--- src/rtl/adc_seq_pkg.sv ---
package adc_seq_pkg;

   typedef enum logic [2:0] {
      S_IDLE,
      S_CONV,
      S_BLANK,
      S_WAIT,
      S_RD_HI,
      S_RD_LO,
      S_DONE,
      S_ERR
   } seq_state_t;

   // nanoseconds to clock cycles, rounded up
   function automatic int ns_to_cyc(input int ns, input int clk_mhz);
      return (ns * clk_mhz + 999) / 1000;
   endfunction

endpackage

--- src/rtl/adc_seq_sync.sv ---
module adc_seq_sync #(
   parameter int STAGES = 2
) (
   input  logic clk,
   input  logic rst_n,
   input  logic d_i,
   output logic q_o
);

   if (STAGES < 2) begin : g_bad_stages
      $error("adc_seq_sync: STAGES must be at least 2");
   end

   logic [STAGES-1:0] chain_q;

   for (genvar i = 0; i < STAGES; i++) begin : g_stage
      always_ff @(posedge clk or negedge rst_n) begin
         if (!rst_n) chain_q[i] <= 1'b0;
         else        chain_q[i] <= (i == 0) ? d_i : chain_q[(i == 0) ? 0 : i-1];
      end
   end

   assign q_o = chain_q[STAGES-1];

endmodule

--- src/rtl/adc_seq_timer.sv ---
module adc_seq_timer #(
   parameter int TW = 13
) (
   input  logic          clk,
   input  logic          rst_n,
   input  logic          load_i,
   input  logic [TW-1:0] load_val_i,
   output logic          zero_o
);

   logic [TW-1:0] cnt_q;

   always_ff @(posedge clk or negedge rst_n) begin
      if (!rst_n)              cnt_q <= '0;
      else if (load_i)         cnt_q <= load_val_i;
      else if (cnt_q != '0)    cnt_q <= cnt_q - 1'b1;
   end

   assign zero_o = (cnt_q == '0);

endmodule

--- src/rtl/adc_seq_assemble.sv ---
module adc_seq_assemble #(
   parameter int DATA_W    = 12,
   parameter int BYTE_W    = 8,
   parameter bit NARROW_EN = 1'b1
) (
   input  logic              clk,
   input  logic              rst_n,
   input  logic              cap_full_i,
   input  logic              cap_hi_i,
   input  logic              cap_lo_i,
   input  logic [DATA_W-1:0] data_i,
   output logic [DATA_W-1:0] result_o
);

   localparam int LOW_W = DATA_W - BYTE_W;

   logic [DATA_W-1:0] res_q;

   if (NARROW_EN) begin : g_narrow
      logic [BYTE_W-1:0] hi_q;

      always_ff @(posedge clk or negedge rst_n) begin
         if (!rst_n)        hi_q <= '0;
         else if (cap_hi_i) hi_q <= data_i[DATA_W-1 -: BYTE_W];
      end

      always_ff @(posedge clk or negedge rst_n) begin
         if (!rst_n)          res_q <= '0;
         else if (cap_full_i) res_q <= data_i;
         else if (cap_lo_i)   res_q <= {hi_q, data_i[DATA_W-1 -: LOW_W]};
      end
   end else begin : g_wide_only
      always_ff @(posedge clk or negedge rst_n) begin
         if (!rst_n)          res_q <= '0;
         else if (cap_full_i) res_q <= data_i;
      end
   end

   assign result_o = res_q;

endmodule

--- src/rtl/adc_conv_seq.sv ---
module adc_conv_seq
   import adc_seq_pkg::*;
#(
   parameter int CLK_MHZ        = 100,
   parameter int T_RC_LOW_NS    = 300,
   parameter int T_STS_BLANK_NS = 600,
   parameter int T_ACCESS_NS    = 250,
   parameter int T_CONV_MAX_NS  = 35000,
   parameter int DATA_W         = 12,
   parameter int BYTE_W         = 8,
   parameter int SYNC_STAGES    = 2,
   parameter bit NARROW_EN      = 1'b1
) (
   input  logic              clk,
   input  logic              rst_n,
   input  logic              start_i,
   input  logic              mode_poll_i,
   input  logic              bus8_i,
   output logic              adc_rc_o,
   output logic              adc_oe_o,
   output logic              adc_a0_o,
   input  logic              adc_sts_i,
   input  logic [DATA_W-1:0] adc_data_i,
   output logic              busy_o,
   output logic              done_o,
   output logic              err_o,
   output logic [DATA_W-1:0] result_o
);

   localparam int LOW_CYC   = ns_to_cyc(T_RC_LOW_NS, CLK_MHZ);
   localparam int BLANK_CYC = ns_to_cyc(T_STS_BLANK_NS, CLK_MHZ);
   localparam int ACC_CYC   = ns_to_cyc(T_ACCESS_NS, CLK_MHZ);
   localparam int TMO_CYC   = ns_to_cyc(T_CONV_MAX_NS, CLK_MHZ);
   localparam int WDOG_CYC  = 2 * TMO_CYC;
   localparam int TW        = $clog2(WDOG_CYC + 1);

   if (LOW_CYC < 1 || ACC_CYC < 1) begin : g_bad_pulse
      $error("adc_conv_seq: pulse and access widths must be at least one cycle");
   end
   if (BLANK_CYC <= LOW_CYC || TMO_CYC <= BLANK_CYC) begin : g_bad_order
      $error("adc_conv_seq: need convert pulse < blanking < conversion time");
   end
   if (DATA_W <= BYTE_W || DATA_W > 2 * BYTE_W) begin : g_bad_width
      $error("adc_conv_seq: data must span more than one and at most two bytes");
   end

   seq_state_t    st_q, st_d;
   logic          poll_q, bus8_q;
   logic          ld;
   logic [TW-1:0] ld_val;
   logic          t_zero;
   logic          sts_s, sts_d_q, sts_fall;
   logic          cap_full, cap_hi, cap_lo;

   adc_seq_sync #(.STAGES(SYNC_STAGES)) u_sync (
      .clk   (clk),
      .rst_n (rst_n),
      .d_i   (adc_sts_i),
      .q_o   (sts_s)
   );

   always_ff @(posedge clk or negedge rst_n) begin
      if (!rst_n) sts_d_q <= 1'b0;
      else        sts_d_q <= sts_s;
   end
   assign sts_fall = sts_d_q & ~sts_s;

   adc_seq_timer #(.TW(TW)) u_timer (
      .clk        (clk),
      .rst_n      (rst_n),
      .load_i     (ld),
      .load_val_i (ld_val),
      .zero_o     (t_zero)
   );

   always_ff @(posedge clk or negedge rst_n) begin
      if (!rst_n) begin
         poll_q <= 1'b0;
         bus8_q <= 1'b0;
      end else if (st_q == S_IDLE && start_i) begin
         poll_q <= mode_poll_i;
         bus8_q <= bus8_i & NARROW_EN;
      end
   end

   always_comb begin
      st_d     = st_q;
      ld       = 1'b0;
      ld_val   = '0;
      cap_full = 1'b0;
      cap_hi   = 1'b0;
      cap_lo   = 1'b0;
      unique case (st_q)
         S_IDLE: if (start_i) begin
            st_d   = S_CONV;
            ld     = 1'b1;
            ld_val = TW'(LOW_CYC - 1);
         end
         S_CONV: if (t_zero) begin
            ld = 1'b1;
            if (poll_q) begin
               st_d   = S_BLANK;
               ld_val = TW'(BLANK_CYC - LOW_CYC - 1);
            end else begin
               st_d   = S_WAIT;
               ld_val = TW'(TMO_CYC - LOW_CYC - 1);
            end
         end
         S_BLANK: if (t_zero) begin
            st_d   = S_WAIT;
            ld     = 1'b1;
            ld_val = TW'(WDOG_CYC - BLANK_CYC - 1);
         end
         S_WAIT: begin
            if (poll_q ? sts_fall : t_zero) begin
               st_d   = S_RD_HI;
               ld     = 1'b1;
               ld_val = TW'(ACC_CYC - 1);
            end else if (t_zero) begin
               st_d = S_ERR;
            end
         end
         S_RD_HI: if (t_zero) begin
            if (bus8_q) begin
               cap_hi = 1'b1;
               st_d   = S_RD_LO;
               ld     = 1'b1;
               ld_val = TW'(ACC_CYC - 1);
            end else begin
               cap_full = 1'b1;
               st_d     = S_DONE;
            end
         end
         S_RD_LO: if (t_zero) begin
            cap_lo = 1'b1;
            st_d   = S_DONE;
         end
         S_DONE:  st_d = S_IDLE;
         S_ERR:   st_d = S_IDLE;
         default: st_d = S_IDLE;
      endcase
   end

   always_ff @(posedge clk or negedge rst_n) begin
      if (!rst_n) st_q <= S_IDLE;
      else        st_q <= st_d;
   end

   adc_seq_assemble #(
      .DATA_W    (DATA_W),
      .BYTE_W    (BYTE_W),
      .NARROW_EN (NARROW_EN)
   ) u_asm (
      .clk        (clk),
      .rst_n      (rst_n),
      .cap_full_i (cap_full),
      .cap_hi_i   (cap_hi),
      .cap_lo_i   (cap_lo),
      .data_i     (adc_data_i),
      .result_o   (result_o)
   );

   assign adc_rc_o = (st_q != S_CONV);
   assign adc_oe_o = (st_q == S_RD_HI) || (st_q == S_RD_LO);
   assign adc_a0_o = (st_q == S_RD_LO);
   assign busy_o   = (st_q != S_IDLE);
   assign done_o   = (st_q == S_DONE);
   assign err_o    = (st_q == S_ERR);

endmodule

--- config.mk ---
export PLATFORM = sky130hd
export DESIGN_NAME = adc_conv_seq
export DESIGN_NICKNAME = d
export VERILOG_FILES = /design/src/rtl/adc_seq_pkg.sv /design/src/rtl/adc_seq_sync.sv /design/src/rtl/adc_seq_timer.sv /design/src/rtl/adc_seq_assemble.sv /design/src/rtl/adc_conv_seq.sv
export SDC_FILE = /design/constraint.sdc
export NUM_CORES = 1
export LEC_CHECK = 0
export BUFFER_PORTS_ARGS = -buffer_cell sky130_fd_sc_hd__buf_2
export CAP_MARGIN = 20
export CORE_MARGIN = 2
export CORE_UTILIZATION = 50
export DETAILED_ROUTE_END_ITERATION = 12
export PLACE_DENSITY_LB_ADDON = 0.08
export SLEW_MARGIN = 20
export SYNTH_ARGS = -nofsm -noshare
export SYNTH_HDL_FRONTEND = slang
export SYNTH_HIERARCHICAL = 1
export SYNTH_SLANG_ARGS = --single-unit
export TNS_END_PERCENT = 1
--- constraint.sdc ---
create_clock -name clk -period 5.4 [get_ports clk]
set_clock_uncertainty 0.15 [all_clocks]
set_input_delay 0.27 -clock clk [delete_from_list [all_inputs] [get_ports clk]]
set_output_delay 0.27 -clock clk [all_outputs]
set_load 0.01 [all_outputs]
Yosys cells after proc, flatten, opt, wreduce, memory -nomap -nowiden
Cells that the tools add are included.
Storage, ports and cells
  bits of input ports: 18
  bits in latches: 0
  register bits: 41
  output and inout port bits: 18
  memories: 0
  logic and storage cells: 71
  bits in writable memories: 0
  memory bits (read-only): 0
Cells by class
  shifts and indexed selects: 0
  add/sub/neg operators: 1
  multipliers: 0
  reductions and logical operators: 11
  bitwise gates (word level): 2
  div/mod/pow operators: 0
  equal/unequal tests: 14
  multiplexer cells: 34
  $lt $le $gt $ge: 0
Operators by type and width (count)
  13-bit case mux with 5 select lines: 1
  12-bit two-way mux: 4
  13-bit two-way mux: 3
  3-bit two-way mux: 7
  3-bit case mux with 7 select lines: 1
  5-bit two-way mux: 4
  13-bit logical NOT: 1
  13-bit nonzero test: 1
  13-bit by 1-bit subtractor with 13-bit output (second input constant): 1
  3-bit equality test (second input constant): 4
  1-bit two-way mux: 12
  2-bit inequality test (second input constant): 4
  3-bit by 2-bit equality test with 1-bit output (second input constant): 2
  6-bit AND reduction: 1
  1-bit case mux with 4 select lines: 1
  2-bit nonzero test: 2
  2-bit OR reduction: 2
  3-bit by 1-bit equality test with 1-bit output (second input constant): 1
  3-bit logical NOT: 1
  3-bit by 1-bit inequality test with 1-bit output (second input constant): 1
  3-bit inequality test (second input constant): 1
  3-bit nonzero test: 1
  2-bit two-way mux: 1
  2-bit by 1-bit inequality test with 1-bit output (second input constant): 1
  other kinds (4): 4

Longest topological paths before layout
  word-level depth: 6
  mapped depth: 14
  depth with buffers taken out: 12

By module
Netlist, hierarchy kept.
By module, submodules not included
  adc_seq_assemble: area an instance 845.8 µm², seq. area each 500.5 µm², cells an instance 68, times used 1
  adc_seq_timer: area an instance 767.0 µm², seq. area each 325.3 µm², cells an instance 82, times used 1
  adc_conv_seq: area an instance 561.8 µm², seq. area each 150.1 µm², cells an instance 75, times used 1
  adc_seq_sync: area an instance 50.0 µm², seq. area each 50.0 µm², cells an instance 2, times used 1

Worst setup path before layout
Ideal clock, no wire load.
  path type: register -> register
  start: register u_timer.cnt_q[6]
  end: register u_timer.cnt_q[2]
  path buffers: 3
  data required time: 5155 ps
  cell stages (with the launch flop): 13
  path slack: 2709 ps
  period minus slack after synthesis: 2691 ps
  setup time: 95 ps
  arrival: 2446 ps
  cells stage by stage: dfrtp_1 -> nor4_2 -> nand4b_1 -> inv_2 -> buf_2 -> nand2_1 -> nor3_1 -> nand2_1 -> o221ai_1 -> buf_1 -> clkbuf_1 -> nand2_1 -> o31ai_1
Between the ends
  word-level cells in the longest chain between the ends: 5
  elaborated cells between the ends (all ways): 12
  classes of those cells: mux (9); reduce/logical (3)
Ends and longest elaborated chain
  start: declaration: RTL line adc_seq_timer.sv:11  | logic [TW-1:0] cnt_q;
  start signal: assignment: RTL line adc_seq_timer.sv:15  | else if (load_i) cnt_q <= load_val_i;
  start signal: assignment: RTL line adc_seq_timer.sv:16  | else if (cnt_q != '0) cnt_q <= cnt_q - 1'b1;
  13-bit logical NOT *: RTL line adc_seq_timer.sv:19  | assign zero_o = (cnt_q == '0);
  net t_zero: RTL line adc_conv_seq.sv:51  | logic t_zero;
  1-bit two-way mux (2 in a row): RTL line adc_conv_seq.sv:115  | if (poll_q ? sts_fall : t_zero) begin
  1-bit case mux with 4 select lines *: RTL line adc_conv_seq.sv:93  | unique case (st_q)
  net ld: RTL line adc_conv_seq.sv:49  | logic ld;
  13-bit two-way mux or 2-bit nonzero test (tied branches)
The timed path passes the listed nets; every way through them passes the cells marked *.
A chain may end at the register's enable or synchronous reset.

Worst setup path after layout
  start: register u_timer.cnt_q[6]
  end: register u_timer.cnt_q[6]
Same word-level chain as after synthesis.

==> flow_metrics.py <==
metrics = {
    "timing": {
        "hold_violations": 0,
        "slew_violations": 0,
        "fin_setup_tns_ns": 0,
        "fin_crit_ns": 2.93,
        "timing.fmax_mhz": 342,
        "rsz0062_at_grt": "no",
        "worst_slew_pin_slew_ns": 0.904,
        "min_period_over_period_pct": 54.2,
        "relSlewSlack_pct": 39.7,
        "setup_violations": 0,
    },
    "worst_setup_path": {
        "crit_path_end_kind": "flop",
        "slowest_delay_ns": 0.42,
        "crit_fanout": 19,
        "required_ns": 5.43,
        "crit_type": "reg2reg",
        "path_cells": "nor4_2, nand4b_1, inv_2, nand2_1, nor3_1, nand2_1, o221ai_1, buf_4, nand2b_1, o21ai_0",
        "worst_path_most_repeated_cell": "nand2_1",
        "startpoint_type": "flop",
        "cp.arrival_ns": 2.95,
        "crit_slowest_cell": "dfrtp_1",
    },
    "die": {
        "ios": 36,
        "die_h_um": 70.7,
        "die-area_um2": 5000,
        "row_count": 24,
        "core-area_um2": 4320,
        "die_x_um": 70.7,
        "start_util_pct": 51.4,
    },
    "synth": {
        "netlist-cell-type-count": 46,
        "synth_seq_cells": 41,
        "ys.flop_type": "dfrtp_1",
        "yosysWarningCount": 6,
        "synth_edf_count": 0,
        "yosysSeqAreaShare_pct": 46.1,
        "syn_area_um2": 2220,
        "async_flop_share_pct": 100,
        "avgSynthCellArea_um2": 9.80,
        "netlist_instances": 227,
    },
    "clock_network": {
        "cts-root-buf": "clkbuf_8",
        "cts_buffers": 5,
        "clock_latency_ns": 0.30,
        "cts_tree": "yes",
        "cts_sinks": 41,
        "post-cts-setup-buffers": 0,
        "cts.clk_slew.worst_paths_ns": 0.08,
        "cts_htree_levels": 2,
        "cts_resized": 0,
        "clock_path_buffers": 2,
    },
    "outcome": {
        "status": "finished, final reports clean",
    },
    "finish": {
        "area_growth_pct": 14.1,
        "fill_cells": 405,
        "finalInstanceArea_um2": 2540,
        "nets": 281,
        "layout.cells.non_filler": 314,
        "num_antenna_cells": 0,
        "ff_latch_area_um2": 1030,
        "final_util_pct": 58.7,
        "final_layout_size_suffix_gt1_share_pct": 24.4,
        "multi_input_area_um2": 1110,
    },
    "pwr": {
        "total_power_mw": 1.11,
        "p_leak_nw": 1.09,
        "power-per-cell-area_nw_per_um2": 439,
        "max-vdd-ir-drop_v": 0.000208,
    },
    "detailed_routing": {
        "antenna_left": 0,
        "wl_mm": 4.32,
        "viasPerCell": 5.30,
        "drtIter0Drc": 95,
        "avgRoutedWirePerCell_um": 13.8,
        "firstDrtPassIters": 4,
        "drc_errors": 0,
        "vias": 1664,
    },
    "global_route": {
        "antenna_found_initial": 0,
        "grt_max_degree": 42,
        "grt_overflow": 0,
        "grt_pass1_vias": 1653,
        "grt_pass1_wl_mm": 7.58,
        "grt.total_usage_pct": 19.0,
    },
    "placement": {
        "gp_congestion": 0.756,
        "numPortBuffers": 35,
        "hpwl_mm": 3.05,
        "dpl.cell_count": 304,
        "postPlaceCellArea_um2": 2420,
    },
    "job": {
        "cap_viol_max_count": 0,
    },
    "worst_hold_path": {
        "worst_hold_path_type": "in2reg",
    },
}
[registers in the layout (all words and copies together) (netlist names)]
signal and flops:
st_q 3, u_asm/result_o 12, bus8_q 1, sts_d_q 1, u_sync/q_o 1, u_asm/g_narrow.hi_q 8
u_sync/chain_q 1, poll_q 1, u_timer/cnt_q 13
[report_power, final]
group | switching [mW] | internal (mW) | total, mW
combinational | 0.203 | 0.190 | 0.393
clock | 0.107 | 0.104 | 0.210
sequential | 0.117 | 0.392 | 0.509
total | 0.427 | 0.686 | 1.11
[worst max-delay path, delay by kind of cell (launching register included)]
family                 cells  cell delay (ns)
AOI/OAI and AO/OA          2             0.24
buffers and inverters      2             0.52
DFF                        1             0.42
and+or+nand+nor            6             1.46
[final cells by class]
cell class              count  area share, %
multi-input cells         166           43.6
clock buffers               6           3.25
clock inverters             2          0.542
inverters                   7           1.04
flip-flops and latches     41           40.4
repair buffers             40           8.58
well taps                  52           2.56
[metal layers]
metal,GRT usage (%),share of wire [%],vias up
met3,4.84,5.0,4
met5,0,0,-
met1,26.0,49,774
met2,29.4,45,44
li1,-,-,842
met4,6.92,0.88,0
[cells in the final DEF (no fill, tap or decap), drive strengths merged, types with 4 or more instances in the layout]
cell type / Yosys / layout
nor4: 6 / 6
mux2i: 15 / 15
o21ai: 23 / 23
nor2b: 5 / 5
a21oi: 6 / 6
buf: 10 / 38
dfrtp: 41 / 41
xnor2: 8 / 8
nor2: 18 / 18
nand2b: 8 / 8
nand2: 29 / 29
mux2: 11 / 11
nor3: 4 / 4
inv: 7 / 7
clkbuf: 4 / 6
[final timing paths]
check / slack [ns] / start / end / depth (start not counted)
min: 0.04 / adc_data_i[0] / u_asm/result_o[0] / 3
max: 2.47 / u_timer/cnt_q[6] / u_timer/cnt_q[6] / 10
max reg2reg: 2.47 / u_timer/cnt_q[6] / u_timer/cnt_q[6] / 10
min in group asynchronous: 0.48 / rst_n / u_timer/cnt_q[4] / 2
min reg2reg: 0.21 / u_sync/chain_q[0] / u_sync/q_o / 0
max in group asynchronous: 4.04 / rst_n / u_asm/result_o[9] / 2
[cells in the mapped netlist (6+ instances only)]
cell      count  area, um^2
dfrtp_1      41        1030
mux2_2        9         101
nor2_1       17        63.8
xnor2_1       8        70.1
o21ai_0       9        45.0
mux2i_1      15         150
buf_2         7        35.0
o21ai_1      13        65.1
nand2b_1      8        50.1
inv_1         6        22.5
nand2_1      29         109
a21oi_1       6        30.0
[stage by stage]
step | hold WS [ns] | setup WS [ns]
global route | 0.0466 | 2.16
finish | 0.0379 | 2.47
CTS | 0.0268 | 2.48
detailed placement | 0.191 | 2.49
floorplan | -0.176 | 2.71
global placement | 0.185 | 2.57
[cells by family (layout without fill, tap and decap cells)]
family | count (synthesis) | after routing | share of synthesized area, %
flip-flops | 41 | 41 | 46.1
XOR/XNOR | 11 | 11 | 4.33
AND/OR/NAND/NOR | 84 | 84 | 20.2
buffers and inverters | 21 | 55 | 4.61
AO/OA/AOI/OAI | 41 | 41 | 11.1
other | 1 | 2 | 0.169
multiplexers | 26 | 26 | 12.3
adder cells (fa/ha/maj) | 2 | 2 | 1.12
[timing repair]
item                                    CTS  global route
hold buffers                              2             0
hold endpoints to repair                 42             0
endpoints found under the setup margin    0             0
Power figures use the tool's default switching activity.
